[src/rtl/lut_unit_pkg.sv]
package lut_unit_pkg;
  // number of function inputs and derived table size
  localparam int IN_CNT = 2;
  localparam int LUT_W  = 1 << IN_CNT;

  typedef struct packed {
    logic loadResult;   // capture combinational result into output register
  } ctrlStrobes_t;
endpackage

[src/rtl/lut_unit_ctrl.sv]
module lut_unit_ctrl
  import lut_unit_pkg::*;
(
  input  logic         clk,
  input  logic         rstN,
  input  logic         inValid,
  input  logic         outReady,
  output logic         inReady,
  output logic         outValid,
  output ctrlStrobes_t strobes
);
  logic accept;
  logic validNext;

  // slot is free when empty or being drained this cycle
  assign inReady = !outValid || outReady;
  assign accept  = inValid && inReady;

  always_comb begin
    strobes = '0;
    strobes.loadResult = accept;
  end

  always_comb begin
    validNext = outValid;
    if (accept)        validNext = 1'b1;
    else if (outReady) validNext = 1'b0;
  end

  always_ff @(posedge clk or negedge rstN) begin
    if (!rstN) outValid <= 1'b0;
    else       outValid <= validNext;
  end
endmodule

[src/rtl/lut_unit_datapath.sv]
module lut_unit_datapath
  import lut_unit_pkg::*;
#(
  parameter int DATA_W = 64
) (
  input  logic              clk,
  input  logic              rstN,
  input  ctrlStrobes_t      strobes,
  input  logic [DATA_W-1:0] opA,
  input  logic [DATA_W-1:0] opB,
  input  logic [DATA_W-1:0] opTable,
  input  logic              hiSel,
  output logic [DATA_W-1:0] outData
);
  localparam int NIB_CNT   = DATA_W / LUT_W;
  localparam int NIB_IDX_W = (NIB_CNT > 1) ? $clog2(NIB_CNT) : 1;

  logic [NIB_IDX_W-1:0] nibIdx;
  logic [LUT_W-1:0]     lutNib;
  logic [DATA_W-1:0]    evalWord;
  logic [DATA_W-1:0]    resultQ;

  // the flag picks nibble 0 or nibble 1 counted from the LSB end
  assign nibIdx = NIB_IDX_W'(hiSel);
  assign lutNib = opTable[nibIdx*LUT_W +: LUT_W];

  generate
    for (genvar k = 0; k < DATA_W; k++) begin : g_bit
      logic [IN_CNT-1:0] sel;
      assign sel         = {opA[k], opB[k]};
      assign evalWord[k] = lutNib[sel];
    end
  endgenerate

  always_ff @(posedge clk or negedge rstN) begin
    if (!rstN)                   resultQ <= '0;
    else if (strobes.loadResult) resultQ <= evalWord;
  end

  assign outData = resultQ;
endmodule

[src/rtl/bitwise_lut_unit.sv]
module bitwise_lut_unit
  import lut_unit_pkg::*;
#(
  parameter int DATA_W = 64
) (
  input  logic              clk,
  input  logic              rstN,
  input  logic              inValid,
  output logic              inReady,
  input  logic [DATA_W-1:0] opA,
  input  logic [DATA_W-1:0] opB,
  input  logic [DATA_W-1:0] opTable,
  input  logic              hiSel,
  output logic              outValid,
  input  logic              outReady,
  output logic [DATA_W-1:0] outData
);
  ctrlStrobes_t strobes;

  lut_unit_ctrl u_ctrl (
    .clk      (clk),
    .rstN     (rstN),
    .inValid  (inValid),
    .outReady (outReady),
    .inReady  (inReady),
    .outValid (outValid),
    .strobes  (strobes)
  );

  lut_unit_datapath #(.DATA_W(DATA_W)) u_dp (
    .clk     (clk),
    .rstN    (rstN),
    .strobes (strobes),
    .opA     (opA),
    .opB     (opB),
    .opTable (opTable),
    .hiSel   (hiSel),
    .outData (outData)
  );
endmodule

[config.mk]
export PLATFORM = sky130hd
export DESIGN_NAME = bitwise_lut_unit
export DESIGN_NICKNAME = d
export VERILOG_FILES = /design/src/rtl/lut_unit_pkg.sv /design/src/rtl/lut_unit_ctrl.sv /design/src/rtl/lut_unit_datapath.sv /design/src/rtl/bitwise_lut_unit.sv
export SDC_FILE = /design/constraint.sdc
export NUM_CORES = 1
export LEC_CHECK = 0
export ABC_AREA = 1
export BUFFER_PORTS_ARGS = -buffer_cell sky130_fd_sc_hd__buf_2
export CAP_MARGIN = 20
export CORE_UTILIZATION = 49
export CTS_CLUSTER_DIAMETER = 150
export CTS_CLUSTER_SIZE = 20
export DETAILED_ROUTE_END_ITERATION = 10
export PLACE_DENSITY = 0.81
export SYNTH_ARGS = -nofsm -noshare
export SYNTH_HDL_FRONTEND = slang
export SYNTH_SLANG_ARGS = --single-unit
[constraint.sdc]
create_clock -name clk -period 1.34 [get_ports clk]
set_input_delay 0.335 -clock clk [delete_from_list [all_inputs] [get_ports clk]]
set_output_delay 0.335 -clock clk [all_outputs]
set_load 0.005 [all_outputs]
==> results of run 1 <==
cells in the final DEF (no fill, tap or decap), drive strengths merged:
cell type	synthesis	routed
buf	61	262
clkinvlp	0	1
clkbuf	1	9
dfrtp	65	65
nand2	267	267
inv	85	85
bufinv	0	5
nand3b	46	46
clkinv	0	1
nand3	338	338
Yosys cell counts (all sizes together):
cell	number	area share
nand3	338	0.34
nand2	267	0.18
inv	85	0.055
dfrtp	65	0.27
buf	61	0.089
nand3b	46	0.058
clkbuf	1	0.00063
state kept, by name, indices dropped and copies added, names as in the netlist:
name             flops
u_dp.outData        64
u_ctrl.outValid      1
area by class of cell:
type,count,area [um2],share of cell area
Multi-Input combinational cell,651,3490,0.449
Timing Repair Buffer,262,1750,0.226
Sequential cell,65,1630,0.209
Inverter,85,332,0.0426
Clock buffer,9,225,0.0290
Tap cell,143,179,0.0230
Clock inverter,7,166,0.0214
per-stage QoR:
step           cell area, um2  hold slack (ns)
5_1_grt                  7780           0.0158
3_3_place_gp             7380            0.377
4_1_cts                  7770          0.00227
3_5_place_dp             7380            0.375
6_report                 7780          -0.0101
2_1_floorplan            5980           0.0394
worst max-delay path, cell delays in order (launching register included):
cell	delay, ns
dfrtp_1	0.38
nand2_2	0.10
buf_2	0.11
cells by family (layout without fill, tap and decap cells):
kind of cell           Yosys count  after routing  synth area share
AND/OR/NAND/NOR                651            651             0.583
buffers and inverters          147            363             0.145
flip-flops                      65             65             0.272
path summary, 6_finish.rpt:
check                                 start          endpoint  slack, ns  depth (start not counted)
setup / recovery            u_ctrl.outValid           inReady       0.07                          2
hold / removal                         rstN  u_dp.outData[39]      -0.01                          2
setup reg to reg            u_ctrl.outValid  u_dp.outData[28]       0.22                          6
hold reg to reg            u_dp.outData[42]  u_dp.outData[42]       0.47                          2
max in group asynchronous              rstN  u_dp.outData[18]       1.05                          2
min in group clk                   outReady   u_ctrl.outValid       0.28                          4
layer usage:
layer	vias up	track usage	routed length (um)
met3	55	0.0821	1630
li1	3276	-	-
met4	0	0.127	571
met5	-	0	0
met1	3119	0.383	7750
met2	326	0.517	8930
report_power, final:
group	leakage, nW	total, mW	switching, mW	internal [mW]
Sequential	0.807	2.47	0.178	2.29
Clock	0.186	3.18	0.982	2.20
Combinational	3.54	2.45	1.35	1.10
what timing repair did:
action                                  in CTS  in global routing
resized for setup                            0                  1
endpoints found under the hold margin        0                  0
hold buffers                                 0                  0
endpoints found under the setup margin       0                  1
==> flow_summary.ini, run 1 <==
[sta]
setup_viol = 0
fmax_mhz = 785
slew_headroom = 0.746
finClkSkew_ns = 0.00377
rsz0062_at_grt = false
finalCritPeriodShare = 0.950
worstMarginPinSlew_ns = 0.382
setup-tns-final_ns = 0
period_needed_ns = 1.27
finalHoldViolations = 9
fin_ws_ns = 0.0669
hold_slack_ns = -0.0101
final_max_slew_viol_count = 0

[clocking]
clk_pin_slew_worst_paths_ns = 0.06
cts.sinks = 65
clk_latency_ns = 0.35
h-tree-depth = 3
clk_path_buf_depth = 2
cts_buffers = 9
cts_setup_buffers = 0
cts_tree = yes
clock-root-buffer = clkbuf_16

[synth]
yosysSeqAreaShare = 0.272
syn_avg_cell_area_um2 = 6.93
ys_seq_elements = 65
ys_types = 15
syn_inst = 863
syn_nets = 1060
yosys_warnings = 0
syn_area_um2 = 5980

[cells_and_area]
fin_util = 0.667
drive_above_1_share = 0.335
n_antenna_cell = 0
n_fill_cell = 1001
final_cells = 1222
syn_to_final_growth_pct = 30.0
layout.nets = 1271

[placement]
finalWeightedCongestion = 0.815
dp_hpwl_um = 13300
place_ws_ns = -0.0997
place_inst = 1206
numPortBuffers = 206

[routing]
drt-pass1-iter-count = 6
routed_wl_um = 18900
initialDrtViolationCount = 548
num_vias = 6776
ant_nets = 0
vias_per_cell = 5.55
wire_per_inst_um = 15.4
drc = 0

[pwr]
peakVddDrop_uv = 842
p_leak_nw = 4.53
power_mw = 8.10
power_density_nw_per_um2 = 1040

[grt]
gr-usage-all-layers = 0.311
grt_max_degree = 66
grt_pass1_wl_um = 31400
grt_pass1_vias = 6516
antenna_found_initial = 0
gr-total-overflow = 0

[flow_run]
cap_violations = 0

[die]
die_w_um = 112
rows = 39
fp.dieArea_um2 = 12700
core_area_um2 = 11700
ios = 263
die_y_um = 112
start_util = 0.513

[setup_path]
worstSetupStartpointType = flip-flop
crit_fanout = 3
critPathKind = flip-flop to output port
cp_data_required_time_ns = 1.00
worstPathArrival_ns = 0.94
crit_path_end_kind = output port

[hold_path]
hold_path.class = input pin to async pin

[outcome]
failed_checks = negative hold slack
status = finished, violations left
Power figures use the tool's default switching activity.
==> run 2: changes to the inputs <==
BUFFER_PORTS_ARGS = not set   (was -buffer_cell sky130_fd_sc_hd__buf_2)
CELL_PAD_IN_SITES_DETAIL_PLACEMENT = 0   (was not set)
CELL_PAD_IN_SITES_GLOBAL_PLACEMENT = 1   (was not set)
CORE_UTILIZATION = 42   (was 49)
DONT_BUFFER_PORTS = 1   (was not set)
PLACE_DENSITY = 0.79   (was 0.81)
SYNTH_HIERARCHICAL = 1   (was not set)
==> flow_summary.ini, run 2 <==
[sta]
fin_ws_ns = 0.0854
finClkSkew_ns = 0.00699
finalCritPeriodShare = 0.936
worstMarginPinSlew_ns = 0.308
period_needed_ns = 1.25
slew_headroom = 0.795
fmax_mhz = 797
finalHoldViolations = 65
setup_viol = 0
hold_slack_ns = -0.311
setup-tns-final_ns = 0
final_max_slew_viol_count = 0
rsz0062_at_grt = false

[cells_and_area]
layout.nets = 1035
drive_above_1_share = 0.0593
syn_to_final_growth_pct = 12.5
final_common_cell = nand3_1
fin_util = 0.491
n_antenna_cell = 0
layout_common_cells = nand3_1 (340), nand2_1 (258), inv_1 (86)
largest_reg_flops = 64
design_area_um2 = 6000
final_cells = 1011

[routing]
ant_nets = 0
routed_wl_um = 18200
num_vias = 5940
vias_per_cell = 5.88
drc = 0
wire_per_inst_um = 18.0
drt-pass1-iter-count = 6
initialDrtViolationCount = 587

[clocking]
clock-root-buffer = clkbuf_16
cts.sinks = 65
cts_tree = yes
clk_pin_slew_worst_paths_ns = 0.06
cts_buffers = 9
h-tree-depth = 3
clk_latency_ns = 0.34
clk_path_buf_depth = 2

[setup_path]
worstPathArrival_ns = 1.53
worstSetupStartpointType = flip-flop
cpMostUsedCell = nand2_1
critPathKind = flip-flop to flip-flop
cpPeakStageDelay_ns = 0.43
reg2reg_to = u_dp/outData[5]
cp_slowest_cell = dfrtp_1
crit_path_end_kind = flip-flop
cp_data_required_time_ns = 1.61
r2r_cells = 4
crit_fanout = 26
reg2reg_setup_slack_ns = 0.09
r2r_start = u_ctrl/outValid
crit_chain = a21oi_4 > buf_4 > nand2_1 > nand2_1

[synth]
ys_types = 13
yosys.area.top_type = nand3_1
yosysSeqAreaShare = 0.305
ys_seq_elements = 65
yosysMostFrequentCell = nand3_1
syn_nets = 1063
syn_inst = 866
syn_area_um2 = 5330
synth_top_area_frac = 0.319
synth_common_cells = nand3_1 (340), nand2_1 (258), inv_1 (86)
synthTopCellsByArea = nand3_1 (32%), dfrtp_1 (31%), nand2_1 (18%)
syn_avg_cell_area_um2 = 6.16
synthFlopType = dfrtp_1
synthArstFlopShare = 1.00
yosys_warnings = 6
synth-edff-count = 0

[die]
ios = 263
rows = 40
die_y_um = 115
fp.dieArea_um2 = 13100
die_w_um = 115
core_area_um2 = 12200
start_util = 0.437

[placement]
numPortBuffers = 0
finalWeightedCongestion = 0.822
place_ws_ns = 0.0940
dp_hpwl_um = 12000
place_inst = 995
place_area_um2 = 5670

[pwr]
power_density_nw_per_um2 = 1110
power_mw = 6.68
peakVddDrop_uv = 587
p_leak_nw = 3.33

[grt]
gr-total-overflow = 0
grt_pass1_wl_um = 29200
antenna_found_initial = 0
gr-usage-all-layers = 0.283
grt_pass1_vias = 5964
grt_max_degree = 66

[outcome]
failed_checks = negative hold slack
status = finished, violations left

[flow_run]
cap_violations = 0

[hold_path]
hold_path.class = input pin to async pin
==> run 2: power by group <==
group          leakage [nW]  total (mW)  internal (mW)  switching, mW
clock network         0.151        2.63           1.68          0.949
registers             0.805        2.56           2.28          0.278
logic                  2.37        1.49          0.614          0.881
==> run 2: cell type report <==
| class | count | area, um2 |
|---|---|---|
| fill | 1289 | 6210 |
| multi-input combinational | 651 | 3090 |
| sequential | 65 | 1630 |
| timing repair buffer | 23 | 410 |
| inverter | 88 | 333 |
| clock buffer | 10 | 239 |
| tap | 168 | 210 |
| clock inverter | 6 | 91.3 |
==> run 2: logic make-up after synthesis <==
logic type | after synthesis | synth area share
compound gates | 1 | 0.000938
simple gates | 650 | 0.576
flops | 65 | 0.305
buf+inv | 150 | 0.118
==> run 2: worst max-delay path by stage <==
stage / start / to / slack [ns]
final: u_ctrl/outValid / u_dp/outData[5] / 0.09
after global routing: u_ctrl/outValid / u_dp/outData[22] / 0.03
after CTS: u_ctrl/outValid / u_dp/outData[5] / 0.08
after detailed placement: u_ctrl/outValid / u_dp/outData[5] / 0.09
after global placement: u_ctrl/outValid / u_dp/outData[61] / 0.12
after floorplan: u_ctrl/outValid / u_dp/outData[10] / -0.005
==> run 2: critical path, delay by kind of cell (launching register included) <==
family	cells	cell delay [ns]
compound gates	1	0.23
buf+inv	1	0.34
flops	1	0.43
simple gates	2	0.19
==> run 2: routing by layer <==
layer	vias to the layer above	GRT usage	share of wire
met5	-	0	0
met2	318	0.488	0.48
li1	2794	-	-
met4	0	0.132	0.027
met1	2783	0.315	0.38
met3	45	0.0958	0.11
==> run 2: timing repair <==
item / 4_1_cts / 5_1_grt
resized for setup: 0 / 0
buffers inserted: 0 / 0
hold endpoints to repair: 65 / 65
